File: config.mk
export PLATFORM = sky130hd
export DESIGN_NAME = tmv_secure_voter
export DESIGN_NICKNAME = d
export VERILOG_FILES = /design/src/rtl/tmv_pkg.sv /design/src/rtl/tmv_voter_copy.sv /design/src/rtl/tmv_code_check.sv /design/src/rtl/tmv_secure_voter.sv
export SDC_FILE = /design/constraint.sdc
export NUM_CORES = 1
export LEC_CHECK = 0
export ABC_AREA = 1
export BUFFER_PORTS_ARGS = -buffer_cell sky130_fd_sc_hd__buf_2
export CELL_PAD_IN_SITES_DETAIL_PLACEMENT = 1
export CELL_PAD_IN_SITES_GLOBAL_PLACEMENT = 2
export CORE_AREA = 10 10 174 176
export CTS_BUF_LIST = sky130_fd_sc_hd__clkbuf_2 sky130_fd_sc_hd__clkbuf_4 sky130_fd_sc_hd__clkbuf_8
export CTS_CLUSTER_SIZE = 25
export DETAILED_ROUTE_END_ITERATION = 16
export DIE_AREA = 0 0 184 186
export PLACE_DENSITY_LB_ADDON = 0.3
export SLEW_MARGIN = 15
export SYNTH_ARGS = -nofsm -noshare
export SYNTH_HDL_FRONTEND = slang
export SYNTH_SLANG_ARGS = --single-unit
File: constraint.sdc
create_clock -name clk -period 5.15 [get_ports clk]
set_clock_uncertainty 0.05 [all_clocks]
set_input_delay 1.545 -clock clk [delete_from_list [all_inputs] [get_ports clk]]
set_output_delay 1.545 -clock clk [all_outputs]
set_load 0.02 [all_outputs]
File: src/rtl/tmv_pkg.sv
// Package: shared constants and the codeword test for the coded voter output.
// Assumes exactly three voter copies; the code is repetition of each bit.
package tmv_pkg;

    // Number of voter copies that form one coded group.
    localparam int unsigned COPIES = 3;

    // A group is a codeword only when all three copy bits agree.
    function automatic logic group_is_code(input logic [COPIES-1:0] grp);
        return (grp == {COPIES{1'b0}}) || (grp == {COPIES{1'b1}});
    endfunction

endpackage

File: src/rtl/tmv_voter_copy.sv
// Module: one five-way voter copy with per-module exclusion flags.
// Does: votes WIDTH bits across N_MOD modules. With no exclusion it takes the
// full majority; otherwise it takes a three-way majority over the three
// lowest-indexed modules in service, and it falls back to the full majority
// when fewer than three remain. A disagreeing module is excluded at the next
// edge. A rearm returns it only while it agrees with the vote.
// Assumes: N_MOD >= 3 and odd, so the full majority is never a tie.
module tmv_voter_copy #(
    parameter int unsigned WIDTH = 8,
    parameter int unsigned N_MOD = 5
) (
    input  logic                     clk,
    input  logic                     rst_n,
    input  logic [N_MOD*WIDTH-1:0]   mod_i,
    input  logic [N_MOD-1:0]         rearm_i,
    output logic [WIDTH-1:0]         vote_o
);

    localparam int unsigned     CNT_W = $clog2(N_MOD + 1);
    localparam logic [CNT_W-1:0] HALF  = CNT_W'(N_MOD / 2);
    localparam logic [CNT_W-1:0] MIN3  = CNT_W'(3);
    localparam logic [CNT_W-1:0] ONE   = CNT_W'(1);

    logic [N_MOD-1:0]  excl_q;
    logic [N_MOD-1:0]  pick;
    logic [N_MOD-1:0]  mism;
    logic [CNT_W-1:0]  active_cnt;
    logic              use_all;

    // Mark the three lowest-indexed modules still in service.
    always_comb begin : pick_lowest_three
        logic [1:0] taken;
        taken = 2'd0;
        pick  = '0;
        for (int i = 0; i < N_MOD; i++) begin
            if (!excl_q[i] && taken != 2'd3) begin
                pick[i] = 1'b1;
                taken   = taken + 2'd1;
            end
        end
    end

    // Count modules in service and choose between the full and the reduced vote.
    always_comb begin : select_mode
        active_cnt = '0;
        for (int i = 0; i < N_MOD; i++) begin
            if (!excl_q[i]) active_cnt = active_cnt + ONE;
        end
        use_all = (excl_q == '0) || (active_cnt < MIN3);
    end

    // Per-bit majority, either full or over the picked three.
    always_comb begin : vote_bits
        logic [CNT_W-1:0] n_all;
        logic [1:0]       n_pick;
        vote_o = '0;
        for (int b = 0; b < WIDTH; b++) begin
            n_all  = '0;
            n_pick = 2'd0;
            for (int i = 0; i < N_MOD; i++) begin
                if (mod_i[i*WIDTH + b]) n_all = n_all + ONE;
                if (mod_i[i*WIDTH + b] && pick[i]) n_pick = n_pick + 2'd1;
            end
            vote_o[b] = use_all ? (n_all > HALF) : (n_pick >= 2'd2);
        end
    end

    // Flag each module whose word differs from the vote in any bit.
    always_comb begin : find_mismatch
        for (int i = 0; i < N_MOD; i++) begin
            mism[i] = |(mod_i[i*WIDTH +: WIDTH] ^ vote_o);
        end
    end

    // Exclusion flags: set on mismatch, cleared by rearm only when agreeing.
    always_ff @(posedge clk) begin : excl_reg
        if (!rst_n) begin
            excl_q <= '0;
        end else begin
            for (int i = 0; i < N_MOD; i++) begin
                if (mism[i])         excl_q[i] <= 1'b1;
                else if (rearm_i[i]) excl_q[i] <= 1'b0;
            end
        end
    end

    // Unanimity detector used only by the assertion below.
    logic all_same;
    always_comb begin : unanimity
        all_same = 1'b1;
        for (int i = 1; i < N_MOD; i++) begin
            if (mod_i[i*WIDTH +: WIDTH] != mod_i[WIDTH-1:0]) all_same = 1'b0;
        end
    end

    a_r1_unanimous_vote: assert property (@(posedge clk) disable iff (!rst_n)
        all_same |-> (vote_o == mod_i[WIDTH-1:0]));

    for (genvar i = 0; i < N_MOD; i++) begin : g_excl_chk
        a_r2_exclude_on_mismatch: assert property (@(posedge clk) disable iff (!rst_n)
            (mod_i[i*WIDTH +: WIDTH] != vote_o) |=> excl_q[i]);
        a_r4_rearm_when_agreeing: assert property (@(posedge clk) disable iff (!rst_n)
            (rearm_i[i] && (mod_i[i*WIDTH +: WIDTH] == vote_o)) |=> !excl_q[i]);
    end

endmodule

File: src/rtl/tmv_code_check.sv
// Module: decoder for the coded voter output.
// Does: flags any group that is not 000/111. It loads the decoded word from
// copy 0 when every group is valid and holds the word otherwise. It keeps a
// sticky error flag that an acknowledge clears only in a fully valid cycle.
// Assumes: code_i groups laid out as bit b at [3b+2:3b], copy k at 3b+k.
module tmv_code_check #(
    parameter int unsigned WIDTH = 8
) (
    input  logic                                 clk,
    input  logic                                 rst_n,
    input  logic [tmv_pkg::COPIES*WIDTH-1:0]     code_i,
    input  logic                                 ack_i,
    output logic [WIDTH-1:0]                     data_o,
    output logic                                 err_o
);

    localparam int unsigned G = tmv_pkg::COPIES;

    logic [WIDTH-1:0] bad;
    logic [WIDTH-1:0] head;
    logic             any_bad;

    // Classify each group and pick the copy-0 bit as the decoded value.
    always_comb begin : classify
        for (int b = 0; b < WIDTH; b++) begin
            bad[b]  = !tmv_pkg::group_is_code(code_i[b*G +: G]);
            head[b] = code_i[b*G];
        end
        any_bad = |bad;
    end

    // Decoded word: load on a fully valid cycle, hold otherwise.
    always_ff @(posedge clk) begin : data_reg
        if (!rst_n)        data_o <= '0;
        else if (!any_bad) data_o <= head;
    end

    // Sticky error flag; a new fault wins over the acknowledge.
    always_ff @(posedge clk) begin : err_reg
        if (!rst_n)       err_o <= 1'b0;
        else if (any_bad) err_o <= 1'b1;
        else if (ack_i)   err_o <= 1'b0;
    end

    a_r7_flag_sticky: assert property (@(posedge clk) disable iff (!rst_n)
        (err_o && !ack_i) |=> err_o);

endmodule

File: src/rtl/tmv_secure_voter.sv
// Module: top of the fault-secure voter.
// Does: runs three independent five-way voter copies on the same inputs and
// interleaves their outputs into a three-bit group per data bit. It decodes
// the groups into a held data word and a sticky error flag.
// Assumes: the copies share no state; placement of the copies is external.
module tmv_secure_voter #(
    parameter int unsigned WIDTH = 8,
    parameter int unsigned N_MOD = 5
) (
    input  logic                                 clk,
    input  logic                                 rst_n,
    input  logic [N_MOD*WIDTH-1:0]               mod_i,
    input  logic [N_MOD-1:0]                     rearm_i,
    input  logic                                 ack_i,
    output logic [tmv_pkg::COPIES*WIDTH-1:0]     code_o,
    output logic [WIDTH-1:0]                     data_o,
    output logic                                 err_o
);

    localparam int unsigned G = tmv_pkg::COPIES;

    logic [WIDTH-1:0] copy_vote [G];

    // Three independent voter copies, each with its own exclusion state.
    for (genvar k = 0; k < G; k++) begin : g_copy
        wire [WIDTH-1:0] vote_w;
        tmv_voter_copy #(.WIDTH(WIDTH), .N_MOD(N_MOD)) u_voter (
            .clk     (clk),
            .rst_n   (rst_n),
            .mod_i   (mod_i),
            .rearm_i (rearm_i),
            .vote_o  (vote_w)
        );
        assign copy_vote[k] = vote_w;
    end

    // Interleave copy bits into one group per data bit.
    for (genvar b = 0; b < WIDTH; b++) begin : g_bit
        for (genvar k = 0; k < G; k++) begin : g_pos
            assign code_o[b*G + k] = copy_vote[k][b];
        end
    end

    tmv_code_check #(.WIDTH(WIDTH)) u_check (
        .clk    (clk),
        .rst_n  (rst_n),
        .code_i (code_o),
        .ack_i  (ack_i),
        .data_o (data_o),
        .err_o  (err_o)
    );

    // Copy disagreement, seen by the assertions only.
    logic split;
    assign split = (copy_vote[0] != copy_vote[1]) || (copy_vote[1] != copy_vote[2]);

    a_r7_flag_on_split: assert property (@(posedge clk) disable iff (!rst_n)
        split |=> err_o);
    a_r8_hold_on_split: assert property (@(posedge clk) disable iff (!rst_n)
        split |=> $stable(data_o));
    a_r8_load_on_agree: assert property (@(posedge clk) disable iff (!rst_n)
        !split |=> (data_o == $past(copy_vote[0])));

endmodule

# Word level (Yosys, flattened, before mapping)

Cells that the tools add are included.

Register bits after elaboration: 24
Output and inout port bits: 33

Add/subtract/negate cells: 149
$lt $le $gt $ge: 35
Equality and inequality tests: 20
Multiplexer cells: 248
Bitwise operators: 15
Reduce and logical (&&, ||, !) cells: 206

Operators by type and width:

| cell                  | number |
|---|---|
| $mux W2               | 105 |
| $add A2 B1 Y2 const B | 78 |
| $logic_and A1 B1 Y1   | 132 |
| $mux W3               | 44 |
| $reduce_or A8 Y1      | 16 |
| $xor A8 B8 Y8         | 15 |
| $add A3 B1 Y3 const B | 35 |
| $mux W1               | 99 |
| $add A1 B1 Y2 const B | 36 |
| $ge A2 B2 Y1 const B  | 24 |
| $reduce_bool A2 Y1    | 16 |
| $eq A3 B3 Y1 const B  | 8 |
| $gt A3 B2 Y1 const B  | 8 |
| $logic_not A3 Y1      | 8 |
| $logic_not A1 Y1      | 20 |
| $ne A2 B2 Y1 const B  | 9 |
| $logic_not A5 Y1      | 3 |
| $logic_or A1 B1 Y1    | 11 |
| $lt A3 B2 Y1 const B  | 3 |
| $ne A1 B2 Y1 const B  | 3 |

# Longest topological paths before layout

Gate-level depths: netlist of run 1.

Word-level depth: 22
Depth in mapped cells: 32
Gate-level depth less buffers: 29

# Modules after synthesis

A second synthesis of run 1 with hierarchy kept.

Cells, all modules: 2290
Area total of the unflattened synthesis: 11847.6 um2

By module, submodules not included:

| module                              | instances | cells each | area an instance (um2) | seq. area each (um2) |
|---|---|---|---|---|
| tmv_voter_copy at g_copy[1].u_voter | 1         | 745        | 3875.0                 | 100.1 |
| tmv_voter_copy at g_copy[2].u_voter | 1         | 756        | 3749.8                 | 100.1 |
| tmv_voter_copy at g_copy[0].u_voter | 1         | 690        | 3523.4                 | 100.1 |
| tmv_code_check                      | 1         | 99         | 699.4                  | 180.2 |

# Worst setup path after synthesis of run 1

OpenSTA, ideal clock, no wires.

Kind: input to output
Start: input port mod_i[1]
End: output port code_o[5] (netlist name)
Data arrival time: 3.455 ns
Setup slack: 0.100 ns
Stages on the path: 11
Path buffers: 0
Cells stage by stage: inv_1 > ha_1 > xor2_1 > or2_2 > nand2_1 > inv_1 > ha_1 > nand3_1 > nand2_1 > nor2_1 > o21ai_1

Word-level cells in the longest chain between the ends: 12
Elaborated cells between the ends (all ways): 22
Classes of those cells: add/sub: 8; order compare: 2; mux: 11; reduce/logical: 1

Ends and longest elaborated chain:

| item                                                   | line                   | source |
|---|---|---|
| from (decl)                                            | tmv_secure_voter.sv:12 | `input logic [N_MOD*WIDTH-1:0] mod_i,` |
| branches (longest 11 deep; another with $add A3 B1 Y3) | n/a                    |  |
| $mux W1 (*)                                            | tmv_voter_copy.sv:64   | `vote_o[b] = use_all ? (n_all > HALF) : (n_pick >= 2'd2);` |
| to (decl)                                              | tmv_secure_voter.sv:15 | `output logic [tmv_pkg::COPIES*WIDTH-1:0] code_o,` |

Every way passes the cells marked *.

# Worst setup path after layout of run 1

Start: input port mod_i[9]
End: output port code_o[4] (netlist name)

Word-level cells in the longest chain between the ends: 10
Elaborated cells between the ends (all ways): 18
Classes of those cells: add/sub: 6; order compare: 2; mux: 9; reduce/logical: 1

Ends and longest elaborated chain:

| item                                                  | line |
|---|---|
| branches (longest 9 deep; another with $add A3 B1 Y3) | n/a |
| $mux W1 (*)                                           | tmv_voter_copy.sv:64 |

Marks and branches as above.

==> results of run 1 <==
-- flip-flops by register name, indices dropped and copies added (netlist names) --
signal / cells
g_copy.u_voter.excl_q: 15
u_check.data_o: 8
u_check.err_o: 1
-- metrics by stage --
stage,worst slack (ps),setup TNS (ps),hold WS (ps)
CTS,-36.83,-36.83,431.6
global placement,-54.62,-233.1,402.6
floorplan,100.1,0,490.0
global route,-9.630,-30.37,454.2
finish,66.10,0,423.1
detailed placement,-100.8,-718.1,414.9
-- layout make-up --
type / instances / share of cell area (%)
tap: 341 / 4.131
multi-input combinational: 1270 / 68.96
clock inverter: 1 / 0.2908
inverter: 232 / 8.517
sequential: 24 / 4.652
clock buffer: 3 / 0.3998
timing repair buffer: 195 / 13.05
-- critical path, stage by stage --
cell and delay, ps:
buf_2 110, inv_2 70, ha_4 210, xor2_2 180, or2_4 270, nand2_4 60, inv_2 50, ha_4 230
nand3_2 70, nand4_1 280, nand2_1 170, nand2_2 90, buf_6 140
-- cells by family after synthesis --
logic type / share of synthesized area (%)
DFF: 5.697
buffers and inverters: 13.50
adders and majority gates: 13.35
xor gates and xnor gates: 7.789
and+or+nand+nor: 48.58
AOI/OAI and AO/OA: 11.08
-- power groups by stage --
stage | Combinational (W) | Sequential, W | Clock [W]
2_1_floorplan | 0.00134 | 0.000205 | 0
3_3_place_gp | 0.00209 | 0.000207 | 0
3_5_place_dp | 0.00213 | 0.000207 | 0
4_1_cts | 0.00218 | 0.000203 | 0.000189
5_1_grt | 0.00249 | 0.000204 | 0.000194
6_report | 0.00229 | 0.000203 | 0.000187
-- layer usage --
metal / GRT usage (%) / vias up
met3: 2.437 / 73
met5: 0 / -
met1: 29.80 / 5174
met2: 41.21 / 342
met4: 7.440 / 0
li1: - / 5249
-- synth_stat cells (all sizes together) --
| master | instances | area share (%) |
|---|---|---|
| dfxtp | 24 | 5.7 |
| nor3 | 7 | 0.42 |
| xnor2 | 8 | 0.83 |
| a21oi | 41 | 2.4 |
| nor2 | 204 | 9.7 |
| clkinv | 9 | 0.40 |
| xor2 | 67 | 7.0 |
| ha | 90 | 13 |
| o211ai | 1 | 0.089 |
| o21ai | 70 | 4.6 |
| o22ai | 48 | 3.6 |
| nand3b | 4 | 0.36 |
| nor4 | 4 | 0.30 |
| nand2 | 548 | 26 |
| o21bai | 2 | 0.36 |
| nand4 | 44 | 3.3 |
| clkbuf | 18 | 0.80 |
| or2 | 16 | 1.2 |
| nand3 | 115 | 6.9 |
| and2 | 1 | 0.10 |
| inv | 223 | 9.9 |
| buf | 26 | 2.4 |
-- path summary, 6_finish.rpt --
kind	from	endpoint	slack, ps
min reg2reg	u_check.err_o	u_check.err_o	420
max reg2reg	g_copy[1].u_voter.excl_q[0]	u_check.data_o[0]	930
min	u_check.err_o	u_check.err_o	420
max	mod_i[9]	code_o[4]	70
-- what timing repair did --
action	CTS	global route
gates resized for setup	28	78
setup buffers	2	7
pin swaps	8	26
setup endpoints to repair	20	24
hold endpoints to repair	0	0
==> results.ini, run 1 <==
[yosys]
synth_warnings=0
syn-num-nets=1708
synth_area_per_cell_um2=5.371
seq_area_frac_synth_pct=5.697
syn-instance-count=1570
synth_area_um2=8433
synth_cell_types=37
ys_ff_latch=24

[cells_and_area]
final_cell_mix=nand2_1 (488), inv_1 (207), nor2_1 (187), buf_4 (115), nand3_1 (112)
fin_util_pct=38.64
fin_nets=1864
diodes=0
finalNonFillerCells=2066
fill_cells=3779
fin_area_um2=10330
multiInputGateArea_um2=7122
area_delta_synth_final_pct=22.46
final_common_cell=nand2_1
regArea_um2=480.5
final_layout_size_suffix_gt1_share_pct=20.70

[clocking]
cts_buffers=3
clk_pin_slew_ps=120
cts_tree=yes
cts.sinks=24
root_buffer=clkbuf_8
postCtsHoldBufs=0
cts_buffer_depth=2
clock_latency_ps=300
htreeDepth=1

[route]
wl_met2_um=19380
wl_per_cell_um=20.17
wirelength_um=41660
drc=0
ant_nets=0
vias=10840
drtPass1Iterations=5
initialDrtViolationCount=637
viasPerCell=5.246
met3WireLength_um=2551
top_layer_used=met4
drt-met1-wl_um=18240

[global_route]
grt_max_degree=26
grt_pass1_wl_um=62450
overflow=0
grt_util_all_layers_pct=23.64
grt_pass1_vias=10990
antenna_found_initial=0

[sta]
slew_violations=0
tightest_slew_ps=764.2
setup_viol=0
fin_crit_sh_pct=98.72
fin_crit_ps=5084
hold_violations=0
slew_headroom_pct=49.02
max_freq_mhz=196.7

[placed_design]
globalplace.congestion=0.9606
place_area_um2=9788
dpl.cell_count=2053
dp_hpwl_um=34240
portBuffers=80

[power]
power.density_nw_per_um2=259.6
p_comb_share_pct=85.5
swShare_pct=59.47
ir_worst_vdd_uv=143.5
power_w=0.002680
p_leak_nw=5.646
pwr-share-clk_pct=7.0
intPower_w=0.001086
switchingPower_w=0.001594
pwr-share-seq_pct=7.6

[die]
initial_core_util_pct=31.55
die_h_um=186
core-area_um2=26730
rows=60
die_area_um2=34220
io_pins=81
fp.dieW_um=184

[worst_setup_path]
reg2reg_depth=25
cp.required_ps=3560
critPathArrivalTime_ps=3490
crit_fanout=2
endpoint_kind=output port
path_class=input port to output port
startpoint_type=input port

[min_path]
min_path_cells=2
min-delay-path-class=register to register

[job]
drv_cap=0

[outcome]
status=complete, no violations

Note: power is estimated with default switching activity, not from simulation.
==> run 2, diff against run 1 <==
==> constraint.sdc (replaced) <==
create_clock -name clk -period 5.15 [get_ports clk]
set_clock_uncertainty 0.05 [all_clocks]
set_input_delay 0.515 -clock clk [delete_from_list [all_inputs] [get_ports clk]]
set_output_delay 0.515 -clock clk [all_outputs]
set_load 0.02 [all_outputs]
==> results.ini, run 2 (synthesis gave the netlist of run 1 again) <==
[outcome]
status=complete, no violations  ; unchanged

[sta]
final.setup.tns_ps=0  ; unchanged
max_freq_mhz=222.8  ; was 196.7 MHz
rsz0062_at_grt=no
slew_headroom_pct=46.47  ; was 49.02%
hold_slack_ps=395.1  ; was 423.1 ps
hold_violations=0  ; unchanged
fin_crit_sh_pct=87.13  ; was 98.72%
fin_crit_ps=4487  ; was 5084 ps
tightest_slew_ps=802.1  ; was 764.2 ps
setup_viol=0  ; unchanged
slew_violations=0  ; unchanged
fin_ws_ps=662.6  ; was 66.10 ps

[placed_design]
dpl_worst_slack_ps=754.4  ; was -100.8 ps
dp_hpwl_um=34580  ; was 34240 µm
portBuffers=80  ; unchanged
globalplace.congestion=0.9992  ; was 0.9606

[clocking]
cts_tree=yes  ; unchanged
clk_pin_slew_ps=120  ; about the same
ctsResizeCount=0  ; was 28
cts_buffers=3  ; unchanged
cts.sinks=24  ; unchanged
cts_buffer_depth=2  ; unchanged
htreeDepth=1  ; unchanged
root_buffer=clkbuf_8  ; unchanged
clock_latency_ps=310  ; was 300 ps
postCtsHoldBufs=0  ; unchanged
cts_setup_buffers=0  ; was 2

[global_route]
overflow=0  ; unchanged
antenna_found_initial=0  ; unchanged
grt_pass1_wl_um=64480  ; was 62450 µm
grt_util_all_layers_pct=24.96  ; was 23.64%
grt_pass1_vias=10480  ; was 10990
grt_max_degree=26  ; unchanged

[die]
initial_core_util_pct=31.55  ; unchanged
fp.dieW_um=184  ; unchanged
core-area_um2=26730  ; unchanged
rows=60  ; unchanged
die_area_um2=34220  ; unchanged
die_h_um=186  ; unchanged
io_pins=81  ; unchanged

[route]
initialDrtViolationCount=916  ; was 637
ant_nets=0  ; unchanged
drc=0  ; unchanged
vias=10660  ; was 10840
viasPerCell=5.410  ; was 5.246
wirelength_um=43580  ; was 41660 µm
drtPass1Iterations=5  ; unchanged
wl_per_cell_um=22.11  ; was 20.17 µm

[min_path]
min-delay-path-class=input port to register  ; was register to register
hp-start=ack_i  ; was u_check.err_o

[worst_setup_path]
cp.required_ps=5320  ; was 3560 ps
critPathBufInv=5  ; was 4
cp_slowest_cell=ha_1  ; was nand4_1
path_class=register to register  ; was input port to output port
max_stage_delay_ps=370  ; was 280 ps
cp_common_cell=nand2_1
startpoint_type=register  ; was input port
cpLargestDelayFamily=simple AND/OR/NAND/NOR gates  ; unchanged
regToRegStartpoint=g_copy[0].u_voter.excl_q[1]  ; was g_copy[1].u_voter.excl_q[0]
endpoint_kind=register  ; was output port
crit_start=g_copy[0].u_voter.excl_q[1]  ; was mod_i[9]
critPathArrivalTime_ps=4650  ; was 3490 ps
crit_fanout=17  ; was 2

[power]
power.density_nw_per_um2=262.7  ; was 259.6 nW/µm²
ir_worst_vdd_uv=119.5  ; was 143.5 µV
p_leak_nw=5.109  ; was 5.646 nW
power_w=0.002420  ; was 0.002680 W

[cells_and_area]
final_cell_mix=nand2_1 (503), inv_1 (214), nor2_1 (192), nand3_1 (114), ha_1 (90)  ; was nand2_1 (488), inv_1 (207), nor2_1 (187), buf_4 (115), nand3_1 (112)
largest-register=g_copy.u_voter.excl_q  ; unchanged
multiInputGateArea_um2=6814  ; was 7122 µm²
final_layout_size_suffix_gt1_share_pct=12.21  ; was 20.70%
largestRegisters=g_copy.u_voter.excl_q x15, u_check.data_o x8, u_check.err_o x1  ; unchanged
regArea_um2=480.5  ; unchanged
largest_reg_flops=15  ; unchanged
final_common_cell=nand2_1  ; unchanged
fin_nets=1769  ; was 1864
fin_util_pct=34.48  ; was 38.64%
area_delta_synth_final_pct=9.258  ; was 22.46%
diodes=0  ; unchanged
fill_cells=3795  ; was 3779

[job]
drv_cap=0  ; unchanged

[run 2: metal layers]
layer / vias to the layer above / track usage (%) / share of wire [%]
met5: - / 0 / 0
met3: 65 / 3.587 / 7.2
met1: 5130 / 32.31 / 44
met4: 0 / 7.539 / 3.0
met2: 384 / 41.78 / 45
li1: 5084 / - / -
[run 2: cell type report]
type                    count  share of cell area (%)
multi-input cells        1270                   73.95
inverters                 232                   9.451
repair buffers            100                   5.975
flip-flops and latches     24                   5.215
well taps                 341                   4.631
clock buffers               3                  0.4481
clock inverters             1                  0.3259
[run 2: stage by stage]
step | std cells | instance area (µm²)
2_1_floorplan | 1570 | 8433
3_3_place_gp | 1967 | 9143
3_5_place_dp | 1967 | 9143
4_1_cts | 1971 | 9214
5_1_grt | 1971 | 9214
6_report | 1971 | 9214
[run 2: power by group]
part           switching, W  internal, W
logic               0.00146     0.000565
clock network     0.0000888     0.000105
registers        0.00000856     0.000194
total               0.00156     0.000863
[run 2: worst reg2reg max path: cells and delay by family (launching register included)]
family | cells | cell delay [ps]
flops | 1 | 320
compound gates | 1 | 90
fa+ha+maj | 2 | 540
buf+inv | 5 | 740
simple gates | 20 | 2670
[run 2: worst paths after layout]
| check | cells after the start | slack [ps] | endpoint |
|---|---|---|---|
| worst max-delay path | 28 | 660 | u_check.data_o[4] |
| worst min-delay path | 4 | 400 | u_check.err_o |
| worst max register to register | 28 | 660 | u_check.data_o[4] |
| worst min register to register | 2 | 420 | u_check.err_o |
==> run 3, diff against run 2 <==
==> constraint.sdc (replaced) <==
create_clock -name clk -period 5.15 [get_ports clk]
set_clock_uncertainty 0.05 [all_clocks]
set_input_delay 0.7725 -clock clk [delete_from_list [all_inputs] [get_ports clk]]
set_output_delay 0.7725 -clock clk [all_outputs]
set_load 0.02 [all_outputs]
==> results.ini, run 3 (synthesis gave the netlist of run 1 again) <==
[cells_and_area]
largestRegisters=g_copy.u_voter.excl_q x15, u_check.data_o x8, u_check.err_o x1  ; unchanged
largest-register=g_copy.u_voter.excl_q  ; unchanged
final_common_cell=nand2_1  ; unchanged
diodes=0  ; unchanged
fin_nets=1767  ; was 1769
finalNonFillerCells=1969  ; was 1971
final_cell_mix=nand2_1 (503), inv_1 (214), nor2_1 (192), nand3_1 (114), ha_1 (90)  ; unchanged
multiInputGateArea_um2=6814  ; unchanged
area_delta_synth_final_pct=9.080  ; was 9.258%
fill_cells=3787  ; was 3795
final_layout_size_suffix_gt1_share_pct=12.10  ; was 12.21%
largest_reg_flops=15  ; unchanged
regArea_um2=480.5  ; unchanged

[power]
ir_worst_vdd_uv=114.5  ; was 119.5 µV
intPower_w=0.0008783  ; was 0.0008634 W
pwr-share-seq_pct=8.3  ; was 8.4%
pwr-share-clk_pct=8.0  ; about the same
p_comb_share_pct=83.7  ; was 83.6%
swShare_pct=63.85  ; was 64.33%
p_leak_nw=5.100  ; was 5.109 nW
power.density_nw_per_um2=264.1  ; was 262.7 nW/µm²
power_w=0.002430  ; was 0.002420 W
switchingPower_w=0.001551  ; was 0.001557 W

[route]
wirelength_um=40590  ; was 43580 µm
viasPerCell=5.257  ; was 5.410
vias=10350  ; was 10660
drtPass1Iterations=5  ; unchanged
drc=0  ; unchanged
initialDrtViolationCount=801  ; was 916
ant_nets=0  ; unchanged
wl_per_cell_um=20.61  ; was 22.11 µm

[placed_design]
dpl.cell_count=1965  ; was 1967
portBuffers=80  ; unchanged
globalplace.congestion=0.9466  ; was 0.9992
dp_hpwl_um=33310  ; was 34580 µm

[clocking]
cts_buffer_depth=2  ; unchanged
ctsResizeCount=0  ; unchanged
cts_tree=yes  ; unchanged
postCtsHoldBufs=0  ; unchanged
cts_buffers=3  ; unchanged
cts_setup_buffers=0  ; unchanged
clk_pin_slew_ps=120  ; about the same
clock_latency_ps=310  ; about the same
htreeDepth=1  ; unchanged
root_buffer=clkbuf_8  ; unchanged
cts.sinks=24  ; unchanged

[global_route]
grt_util_all_layers_pct=23.15  ; was 24.96%
grt_max_degree=26  ; unchanged
overflow=0  ; unchanged
grt_pass1_vias=10280  ; was 10480
grt_pass1_wl_um=60980  ; was 64480 µm
antenna_found_initial=0  ; unchanged

[worst_setup_path]
startpoint_type=register  ; unchanged
reg2reg_slack_ps=710  ; was 660 ps
cp.required_ps=4330  ; was 5320 ps
path_class=register to output port  ; was register to register
regToRegStartpoint=g_copy[0].u_voter.excl_q[0]  ; was g_copy[0].u_voter.excl_q[1]
r2r-end=u_check.data_o[3]  ; was u_check.data_o[4]
endpoint_kind=output port  ; was register
crit_path_end=code_o[5]  ; was u_check.data_o[4]
reg2reg_depth=25  ; was 28
critPathArrivalTime_ps=3900  ; was 4650 ps
crit_fanout=10  ; was 17
crit_start=g_copy[2].u_voter.excl_q[0]  ; was g_copy[0].u_voter.excl_q[1]

[sta]
setup_viol=0  ; unchanged
slew_headroom_pct=40.42  ; was 46.47%
final.setup.tns_ps=0  ; unchanged
fin_crit_sh_pct=91.79  ; was 87.13%
hold_slack_ps=425.2  ; was 395.1 ps
hold_violations=0  ; unchanged
tightest_slew_ps=892.7  ; was 802.1 ps
fin_crit_ps=4727  ; was 4487 ps
slew_violations=0  ; unchanged
rsz0062_at_grt=no  ; unchanged
max_freq_mhz=211.5  ; was 222.8 MHz

[die]
core-area_um2=26730  ; unchanged
initial_core_util_pct=31.55  ; unchanged
fp.dieW_um=184  ; unchanged
die_area_um2=34220  ; unchanged
io_pins=81  ; unchanged
rows=60  ; unchanged
die_h_um=186  ; unchanged

[outcome]
status=complete, no violations  ; unchanged

[min_path]
min-delay-path-class=register to register  ; was input port to register

[job]
drv_cap=0  ; unchanged

[run 3: changes by cell type in the layout (fill, tap and decap cells not counted)]
cell,change
buf_4,-2
[run 3: power by group through the flow]
stage               clock network [W]  logic (W)  registers [W]
floorplan                           0    0.00134       0.000205
global placement                    0    0.00197       0.000207
detailed placement                  0    0.00199       0.000207
CTS                          0.000190    0.00200       0.000203
global route                 0.000196    0.00221       0.000204
finish                       0.000194    0.00203       0.000203
[run 3: cell type report]
class                           count  area share [%]
Timing Repair Buffer               98           5.822
Clock buffer                        3          0.4489
Inverter                          232           9.467
Sequential cell                    24           5.223
Clock inverter                      1          0.3264
Multi-Input combinational cell   1270           74.08
Tap cell                          341           4.638
[run 3: how the worst min path moves through the flow]
| stage | end | cells past startpoint | slack (ps) | from |
|---|---|---|---|---|
| floorplan | u_check.err_o | 2 | 490 | u_check.err_o |
| global placement | u_check.err_o | 2 | 410 | u_check.err_o |
| detailed placement | u_check.err_o | 2 | 410 | u_check.err_o |
| CTS | u_check.err_o | 2 | 430 | u_check.err_o |
| global route | u_check.err_o | 2 | 470 | u_check.err_o |
| finish | u_check.err_o | 2 | 430 | u_check.err_o |
[run 3: per-layer routing]
layer	vias to the layer above	global-route usage, %	wire length [µm]
met5	-	0	0
met4	0	6.949	1206
met3	64	2.398	2574
met2	336	39.79	18740
met1	4875	29.73	18070
li1	5076	-	-
[run 3: stage by stage]
stage / instance area, µm² / utilization, % / setup WS, ps
floorplan: 8433 / - / 1392
global placement: 9128 / 34.15 / 667.8
detailed placement: 9128 / 34.15 / 618.1
CTS: 9199 / 34.42 / 483.1
global route: 9199 / 34.42 / 62.70
finish: 9199 / 34.42 / 423.0
[run 3: critical path, stage by stage, from the launching register on]
cell     delay [ps]
dfxtp_1         350
inv_1            90
ha_1            450
nand2_4         140
nand2_1         160
nand2_1          70
o21ai_1         100
inv_1            60
ha_1            170
nor2_1          280
inv_1           130
nand2_1          90
nor2_1           40
nor2_2          400
nand2_1         140
nand2_1          80
nand2_1          50
nand2_1          70
nand2_1          60
o21ai_1         360
buf_2           290
